## config.mk

```make
export PLATFORM = sky130hd
export DESIGN_NAME = wp_sram_glue
export DESIGN_NICKNAME = d
export VERILOG_FILES = /design/src/rtl/wpg_pkg.sv /design/src/rtl/wpg_blk_decode.sv /design/src/rtl/wpg_gate.sv /design/src/rtl/wpg_bus_mon.sv /design/src/rtl/wp_sram_glue.sv
export SDC_FILE = /design/constraint.sdc
export NUM_CORES = 1
export LEC_CHECK = 0
export BUFFER_PORTS_ARGS = -buffer_cell sky130_fd_sc_hd__buf_2
export CAP_MARGIN = 40
export CORE_AREA = 2 2 39 41
export CTS_BUF_LIST = sky130_fd_sc_hd__clkbuf_8 sky130_fd_sc_hd__clkbuf_16
export CTS_CLUSTER_SIZE = 14
export DETAILED_ROUTE_END_ITERATION = 10
export DIE_AREA = 0 0 41 43
export PLACE_DENSITY = 0.81
export SYNTH_ARGS = -nofsm -noshare
export SYNTH_HDL_FRONTEND = slang
export SYNTH_SLANG_ARGS = --single-unit
```

## constraint.sdc

```tcl
create_clock -name clk -period 2.75 [get_ports clk]
set_input_delay 0.275 -clock clk [delete_from_list [all_inputs] [get_ports clk]]
set_output_delay 0.275 -clock clk [all_outputs]
set_load 0.02 [all_outputs]
```

## src/rtl/wpg_pkg.sv

```systemverilog
package wpg_pkg;
    typedef enum logic [1:0] {
        OWN_IDLE  = 2'd0,
        OWN_SRAM  = 2'd1,
        OWN_CPU   = 2'd2,
        OWN_CLASH = 2'd3
    } owner_e;

    // internal strobes, active high
    typedef struct packed {
        logic cs;
        logic oe;
        logic we;
    } strobe_t;
endpackage

```

## src/rtl/wpg_blk_decode.sv

```systemverilog
module wpg_blk_decode #(
    parameter int NBLK  = 4,
    parameter int SEL_W = $clog2(NBLK)
) (
    input  logic [NBLK-1:0]  blk_sel_n,
    output logic             single,
    output logic [SEL_W-1:0] idx
);
    logic [SEL_W:0] cnt;

    always_comb begin
        cnt = '0;
        idx = '0;
        for (int i = 0; i < NBLK; i++) begin
            if (!blk_sel_n[i]) begin
                cnt = cnt + {{SEL_W{1'b0}}, 1'b1};
                idx = SEL_W'(i);
            end
        end
        single = (cnt == {{SEL_W{1'b0}}, 1'b1});
        if (!single) idx = '0;
    end
endmodule

```

## src/rtl/wpg_gate.sv

```systemverilog
module wpg_gate
    import wpg_pkg::*;
#(
    parameter int NBLK     = 4,
    parameter int SEL_W    = $clog2(NBLK),
    parameter int LOCK_IDX = NBLK - 1
) (
    input  logic             single,
    input  logic [SEL_W-1:0] idx,
    input  logic             rw_early,
    input  logic             rw_late,
    input  logic             phi2,
    input  logic             wp_en,
    input  logic             wp_all,
    input  logic             cs_gate,
    output strobe_t          stb
);
    logic [NBLK-1:0] lock_mask;
    logic            locked;
    logic            is_wr;

    for (genvar g = 0; g < NBLK; g++) begin : g_mask
        if (g == LOCK_IDX) begin : g_sel
            assign lock_mask[g] = wp_en;
        end else begin : g_oth
            assign lock_mask[g] = wp_en & wp_all;
        end
    end

    always_comb begin
        locked = single & lock_mask[idx];
        is_wr  = ~rw_early;
        stb.cs = single & ~(cs_gate & locked & is_wr);
        stb.oe = stb.cs & rw_early;
        stb.we = stb.cs & is_wr & ~rw_late & phi2 & ~locked;
    end
endmodule

```

## src/rtl/wpg_bus_mon.sv

```systemverilog
module wpg_bus_mon
    import wpg_pkg::*;
(
    input  logic   clk,
    input  logic   rst_n,
    input  logic   sram_drv,
    input  logic   rw_early,
    input  logic   phi2,
    output owner_e owner
);
    typedef struct packed {
        owner_e own;
    } mon_t;

    mon_t st_d, st_q;
    logic cpu_drv;

    always_comb begin
        cpu_drv = ~rw_early & phi2;
        st_d    = st_q;
        unique case ({cpu_drv, sram_drv})
            2'b00:   st_d.own = OWN_IDLE;
            2'b01:   st_d.own = OWN_SRAM;
            2'b10:   st_d.own = OWN_CPU;
            default: st_d.own = OWN_CLASH;
        endcase
    end

    always_ff @(posedge clk or negedge rst_n) begin
        if (!rst_n) st_q <= '{own: OWN_IDLE};
        else        st_q <= st_d;
    end

    assign owner = st_q.own;
endmodule

```

## src/rtl/wp_sram_glue.sv

```systemverilog
module wp_sram_glue
    import wpg_pkg::*;
#(
    parameter int NBLK      = 4,
    parameter int ADDR_LO_W = 13,
    parameter int LOCK_IDX  = NBLK - 1,
    localparam int SEL_W    = $clog2(NBLK),
    localparam int ADDR_W   = ADDR_LO_W + SEL_W
) (
    input  logic                 clk,
    input  logic                 rst_n,
    input  logic [NBLK-1:0]      blk_sel_n,
    input  logic [ADDR_LO_W-1:0] addr_lo,
    input  logic                 rw_early,
    input  logic                 rw_late,
    input  logic                 phi2,
    input  logic                 wp_en,
    input  logic                 wp_all,
    input  logic                 cs_gate,
    output logic [ADDR_W-1:0]    sram_addr,
    output logic                 sram_cs_n,
    output logic                 sram_oe_n,
    output logic                 sram_we_n,
    output logic [1:0]           bus_owner
);
    logic             single;
    logic [SEL_W-1:0] idx;
    strobe_t          stb;
    owner_e           owner;

    wpg_blk_decode #(.NBLK(NBLK), .SEL_W(SEL_W)) u_dec (
        .blk_sel_n (blk_sel_n),
        .single    (single),
        .idx       (idx)
    );

    wpg_gate #(.NBLK(NBLK), .SEL_W(SEL_W), .LOCK_IDX(LOCK_IDX)) u_gate (
        .single   (single),
        .idx      (idx),
        .rw_early (rw_early),
        .rw_late  (rw_late),
        .phi2     (phi2),
        .wp_en    (wp_en),
        .wp_all   (wp_all),
        .cs_gate  (cs_gate),
        .stb      (stb)
    );

    wpg_bus_mon u_mon (
        .clk      (clk),
        .rst_n    (rst_n),
        .sram_drv (stb.cs & stb.oe),
        .rw_early (rw_early),
        .phi2     (phi2),
        .owner    (owner)
    );

    assign sram_addr = {idx, addr_lo};
    assign sram_cs_n = ~stb.cs;
    assign sram_oe_n = ~stb.oe;
    assign sram_we_n = ~stb.we;
    assign bus_owner = owner;
endmodule

```

==> impl_results.md, run 1 <==
- Share of the synthesized area in the top cell type: 0.261
- Die Footprint: around 0.0018 mm²
- Worst path cell trace: buf_2 > inv_1 > ha_1 > xnor2_1 > ha_1 > or2_1 > o211a_1 > a211oi_1 > buf_2
- Post-DP HPWL: 564 µm
- PortBufs: 18
- Synth Register Bits: 2
- Initial antenna violation count: 0
- Number of global-route vias before repair: 269
- Final Max Slew Viols: 0
- Crit-path max FO: 4
- Leakage power: 0.000212 µW
- Mapped Cells: 45
- Non-Filler Instances: 69
- # Post-CTS Setup Buffers: 0
- Ant. Diodes: 0
- Power per Cell Area: 511 mW/mm²
- Final Critical Period: 2400 ps
- Final net count: 83
- Fillers: 147
- First-pass GRT wire length: 979 µm
- Starting Density: 0.270
- Sum of buffers and inverters on the critical path: 3
- CP required: 2480 ps
- Synth Cell Area: 374 µm²
- H-Tree Depth: 1
- Maxcap violations: 0
- All-Layer GR Usage: 0.0899
- CP arrival: 2130 ps
- Clock buffer depth: 2
- Mean Syn Cell Area: between 8 and 9 µm²
- DR iter-0 viols: 2
- Vias post-DR: 311
- Die height: 43 µm
- Total iterations of the first detailed-routing run: 2
- GRT Residual Overflow: 0
- Crit-path leading delay family: adder cells
- Critical path class: in -> out
- Post-synth top area cell: buf_4
- Fmax: 0.416 GHz
- Clock sinks: 2
- Slew @ Worst Pin: 390 ps
- Peak supply drop: 0.000132 V
- Final Hold Fails: 0
- Final setup fails: 0
- IO Count: 45
- Share of post-route cells with drive strength above 1: 0.396
- Area of the core: 0.00138 mm²
- DRT Wirelength: approximately 740 µm
- Worst min-delay path class: in -> reg
- Slowest stage delay, CP: 340 ps
- Final cycle utilization of the critical path: 0.874
- CP Launch Type: primary input
- Routed Antenna Nets: 0
- Inst Count DP: between 60 and 70
- Top cells by area, synth: buf_4 (26%), dfrtp_1 (13%), ha_1 (10%)
- CTS tree: built
- DR vias/cell: 4.51
- Total CTS buffers: 3
- Syn Nets: 73
- Gpl congestion: about 0.75
- Yosys warns: 0
- Final setup TNS: 0 ps
- Row count: 14
- Max reg flops: 2
- Pin count of the biggest net entering global routing: 8
- Slew HR: 0.733
- Register area share after synthesis: 0.134
- DR WL/cell: between 10 and 15 µm
- Clock transition at the registers of the reported paths: 30 ps
- Status: complete, no violations
- Die outline width: 41 µm
- Root Driver: clkbuf_8
- Unrepaired setup endpoints after global routing: no
- CP Capture Type: output pin
- CP max stage cell: ha_1
- Netlist cell types: 22
- Synthesis-to-finish area growth: 14.0%
- # DRC: 0
## final timing paths
check,from,end,slack (ps),cells past startpoint
max in group asynchronous,rst_n,u_mon.owner[1],2260,2
worst max-delay path,blk_sel_n[0],sram_addr[14],350,9
min in group asynchronous,rst_n,u_mon.owner[0],390,2
worst min-delay path,rw_early,u_mon.owner[1],270,2
## what timing repair did
| item | 4_1_cts | 5_1_grt |
|---|---|---|
| endpoints found under the hold margin | 2 | 0 |
| hold buffers | 1 | 0 |
| gates resized for setup | 0 | 0 |
## cell families after synthesis
| family | Yosys count | synth area share |
|---|---|---|
| AOI/OAI and AO/OA | 5 | 0.110 |
| xor gates and xnor gates | 3 | 0.0702 |
| adders and majority gates | 3 | 0.100 |
| buffers and inverters | 18 | 0.331 |
| DFF | 2 | 0.134 |
| muxes | 1 | 0.0268 |
| and+or+nand+nor | 13 | 0.227 |
## through the flow
| step | cell area (µm²) | setup slack (ps) | util | hold WS [ps] | total power (µW) |
|---|---|---|---|---|---|
| 2_1_floorplan | 374 | 344 | - | -20.6 | 105 |
| 3_3_place_gp | 375 | 386 | 0.271 | 60.1 | 97.3 |
| 3_5_place_dp | 375 | 340 | 0.271 | 62.0 | 98.9 |
| 4_1_cts | 427 | 336 | 0.308 | 274 | 222 |
| 5_1_grt | 427 | 193 | 0.308 | 292 | 234 |
| 6_report | 427 | 346 | 0.308 | 272 | 218 |
## final cells by class
class	count	area [µm²]	share of cell area
repair buffers	19	100	0.235
multi-input cells	25	200	0.469
flip-flops and latches	2	50.0	0.117
inverters	4	15.0	0.0352
clock buffers	3	41.3	0.0968
well taps	16	20.0	0.0469
## synthesized netlist by cell type
| library cell | count |
|---|---|
| a2111oi_0 | 1 |
| a211oi_1 | 1 |
| a21boi_0 | 1 |
| and3_1 | 1 |
| buf_4 | 13 |
| buf_6 | 1 |
| dfrtp_1 | 2 |
| ha_1 | 3 |
| inv_1 | 4 |
| mux2i_1 | 1 |
| nand2b_1 | 2 |
| nand3_1 | 3 |
| nand3b_1 | 1 |
| nand4b_1 | 2 |
| nand4bb_1 | 1 |
| nor2_1 | 1 |
| nor3_1 | 1 |
| o211a_1 | 1 |
| o211ai_1 | 1 |
| or2_1 | 1 |
| xnor2_1 | 2 |
| xor2_1 | 1 |
## where the power goes
part	total (µW)	switching, µW	leakage (µW)	internal [µW]
clock	118	25.5	0.0000216	92.7
combinational	67.6	38.5	0.000164	29.1
sequential	32.0	0.385	0.0000265	31.6
## cells in the final DEF, fill, tap and decap left out, drive strengths merged
cell / count
inv: 4
nand2b: 2
nand3: 3
nor2: 1
buf: 18
a21boi: 1
nand4b: 2
o211a: 1
a211oi: 1
dlygate4sd3: 1
o211ai: 1
ha: 3
xnor2: 2
and3: 1
xor2: 1
clkbuf: 3
mux2i: 1
nand3b: 1
or2: 1
nand4bb: 1
a2111oi: 1
dfrtp: 2
nor3: 1
## layer usage
metal  GRT usage  up-vias  share of wire
met4       0.107        0          0.033
met1      0.0823      131           0.39
met2       0.131       20           0.43
li1            -      158              -
met5           0        -              0
met3      0.0314        2           0.15
(Power assumes the default switching activity.)
==> inputs of run 2 (changes only) <==
--- a/config.mk
+++ b/config.mk
@@ -5,6 +5,7 @@
 export SDC_FILE = /design/constraint.sdc
 export NUM_CORES = 1
 export LEC_CHECK = 0
+export ABC_AREA = 1
 export BUFFER_PORTS_ARGS = -buffer_cell sky130_fd_sc_hd__buf_2
 export CAP_MARGIN = 40
 export CORE_AREA = 2 2 39 41
@@ -12,7 +13,8 @@
 export CTS_CLUSTER_SIZE = 14
 export DETAILED_ROUTE_END_ITERATION = 10
 export DIE_AREA = 0 0 41 43
-export PLACE_DENSITY = 0.81
+export PLACE_DENSITY = 0.86
+export SETUP_SLACK_MARGIN = 0.3
 export SYNTH_ARGS = -nofsm -noshare
 export SYNTH_HDL_FRONTEND = slang
 export SYNTH_SLANG_ARGS = --single-unit
==> run 2 against run 1 <==
Final area rose by 14%. Die area is the same. Critical path depth up 5. Via count up 37%. First-iteration DRC count increased to 2.5 times the previous value. Synthesized area grew 16%. Total power grew 3.3%. Utilization up 4.2 points. Critical path type unchanged.
==> impl_results.md, run 2 <==
- Top-count cell post-synth: nand2_1
- Die Footprint: 0.00176 mm² (unchanged)
- Post-synth top area cell: buf_4
- Crit-path max FO: 5 (+1)
- Layout Utilization: 0.351 (+0.0425)
- Fmax: 0.436 GHz (+4.9%)
- Final cycle utilization of the critical path: 0.834 (-0.0407)
- Total CTS buffers: 3 (unchanged)
- Yosys warns: 0 (unchanged)
- CP required: 2480 ps (about the same)
- Die height: 43 µm (unchanged)
- Starting Density: 0.313 (+0.0425)
- Initial antenna violation count: 0 (unchanged)
- Peak supply drop: 0.000152 V (+15%)
- CP arrival: 2020 ps (-110 ps)
- Unrepaired setup endpoints after global routing: no
- Top FF cell, synth: dfrtp_1
- Place WS: 492 ps (+151 ps)
- Hold Crit Depth: 2 (unchanged)
- Final setup TNS: 0 ps (unchanged)
- Area of the core: 0.00138 mm² (unchanged)
- Final Critical Period: 2290 ps (-112 ps)
- Worst min-delay path class: in -> reg
- DRT Wirelength: 925 µm (+26%)
- PnR worst setup slack: 458 ps (+112 ps)
- Synth Cell Area: 433 µm² (+16%)
- Post-synthesis mux area share: 0 (-0.0268)
- Clock sinks: 2 (unchanged)
- Netlist cell types: 16 (-27%)
- Final Max Slew Viols: 0 (unchanged)
- Synth Area in Simple Gates: 0.353 (+0.125)
- CP Capture Type: output pin
- Reg area: 50.0 µm² (unchanged)
- Max reg flops: 2 (unchanged)
- Number of global-route vias before repair: 389 (+45%)
- Commonest non-fill, non-tap cell in the layout: buf_2
- Hold Path End: u_mon.owner[1]
- GRT Residual Overflow: 0 (unchanged)
- Post-CTS Resized: 0 (unchanged)
- Clock transition at the registers of the reported paths: 30 ps (about the same)
- Hold Slack: 262 ps (-10.2 ps)
- # DRC: 0 (unchanged)
- Top cells by area, synth: buf_4 (23%), nand2_1 (12%), dfrtp_1 (12%)
- Ant. Diodes: 0 (unchanged)
- Mapped Cells: 70 (+56%)
- DR vias/cell: 4.53 (+0.55%)
- Post-synthesis compound-gate area fraction: 0.0665 (-0.0439)
- Total iterations of the first detailed-routing run: 4 (+2)
- Main combinational cell family by area after synthesis: buffers and inverters
- First-pass GRT wire length: 1440 µm (+47%)
- Synth Area in XOR/XNOR: 0 (-0.0702)
- Slew HR: 0.883 (+0.150)
- IO Count: 45 (unchanged)
- H-Tree Depth: 1 (unchanged)
- Pin count of the biggest net entering global routing: 9 (+1)
- Register area share after synthesis: 0.116 (-0.0182)
- Syn Nets: 98 (+34%)
- Die outline width: 41 µm (unchanged)
- Critical path class: in -> out
- Vias post-DR: 426 (+37%)
- Pwr Total: 225 µW (+3.3%)
- Area of the multi-input gates: 219 µm² (+9.4%)
- Slew @ Worst Pin: 176 ps (-214 ps)
- Final setup fails: 0 (unchanged)
- Synth top cells by count: nand2_1 (14), buf_4 (13), inv_1 (12), nand3_1 (8), nor2_1 (7)
- Routed Antenna Nets: 0 (unchanged)
- Mean Syn Cell Area: 6.18 µm² (-26%)
- Number of synthesized flops with an enable pin: 0 (unchanged)
- Async set or reset register ratio after synthesis: 1.00 (unchanged)
- CP Launch Type: primary input
- PortBufs: 18 (unchanged)
- Fillers: 152 (+3.4%)
- Leakage power: 0.000301 µW (+42%)
- Status: complete, no violations
- Final net count: 108 (+30%)
- CTS tree: built
- Post-synthesis adder-cell area fraction: 0.0867 (-0.0136)
- Most frequent cells in the layout: buf_2 (18), nand2_1 (14), inv_1 (12), nand3_1 (8), nor2_1 (7)
- Synthesis-to-finish area growth: 12.1%
- Share of the synthesized area in the top cell type: 0.225 (-0.0354)
- DR iter-0 viols: 5 (+3)
- Share of post-route cells with drive strength above 1: 0.359 (-0.0373)
- Final Hold Fails: 0 (unchanged)
- Post-DP HPWL: 746 µm (+32%)
- Maxcap violations: 0 (unchanged)
- Root Driver: clkbuf_8
- Clock buffer depth: 2 (unchanged)
- Gpl congestion: 0.738 (-1.0%)
- Synth Register Bits: 2 (unchanged)
- DR WL/cell: 9.84 µm (-7.6%)
- Row count: 14 (unchanged)
- Power per Cell Area: 464 mW/mm² (-9.2%)
- Hold path start: rw_early
- All-Layer GR Usage: 0.116 (+0.0261)
-- run 2: final cells by class --
cell class | instances | area share
well taps | 16 | 0.0412
repair buffers | 19 | 0.206
inverters | 14 | 0.113
flip-flops and latches | 2 | 0.103
multi-input cells | 40 | 0.451
clock buffers | 3 | 0.0851
-- run 2: logic make-up after synthesis --
family | after synthesis
compound gates | 4
fa+ha+maj | 3
buf+inv | 28
flops | 2
simple gates | 33
-- run 2: critical path, stage by stage --
cell and delay [ps]:
buf_2 90, inv_1 60, ha_1 340, inv_1 90, nand2_1 80, nand2_2 100
inv_1 60, ha_1 290, nor2_1 150, inv_1 50, nand2_1 70, nand3_2 90
nor2_1 100, buf_2 170
-- run 2: worst max-delay path by stage --
stage            startpoint       endpoint  slack [ps]  cells past startpoint
5_1_grt        blk_sel_n[1]  sram_addr[13]         320                     14
3_5_place_dp   blk_sel_n[1]  sram_addr[14]         490                     14
3_3_place_gp   blk_sel_n[1]  sram_addr[13]         560                     14
6_report       blk_sel_n[1]  sram_addr[14]         460                     14
4_1_cts        blk_sel_n[1]  sram_addr[14]         460                     14
2_1_floorplan  blk_sel_n[0]  sram_addr[13]         700                     12
-- run 2: power by group --
part / total (µW) / leakage, µW / switching (µW) / internal, µW
clock network: 116 / 0.0000216 / 23.0 / 92.5
logic: 77.8 / 0.000253 / 48.5 / 29.3
registers: 31.8 / 0.0000265 / 0.353 / 31.4
-- run 2: repair_timing --
item	4_1_cts	5_1_grt
buffers inserted	0	0
hold buffers	1	0
hold endpoints to repair	2	0
-- run 2: routing by layer --
metal,up-vias,track usage,part of all wire
li1,217,-,-
met1,186,0.124,0.39
met2,19,0.191,0.50
met3,4,0.0262,0.082
met4,0,0.0733,0.023
met5,-,0,0
-- run 2: metrics by stage --
step           cells  cell area (µm²)
6_report          94              485
3_3_place_gp      90              434
3_5_place_dp      90              434
5_1_grt           94              485
2_1_floorplan     70              433
4_1_cts           94              485
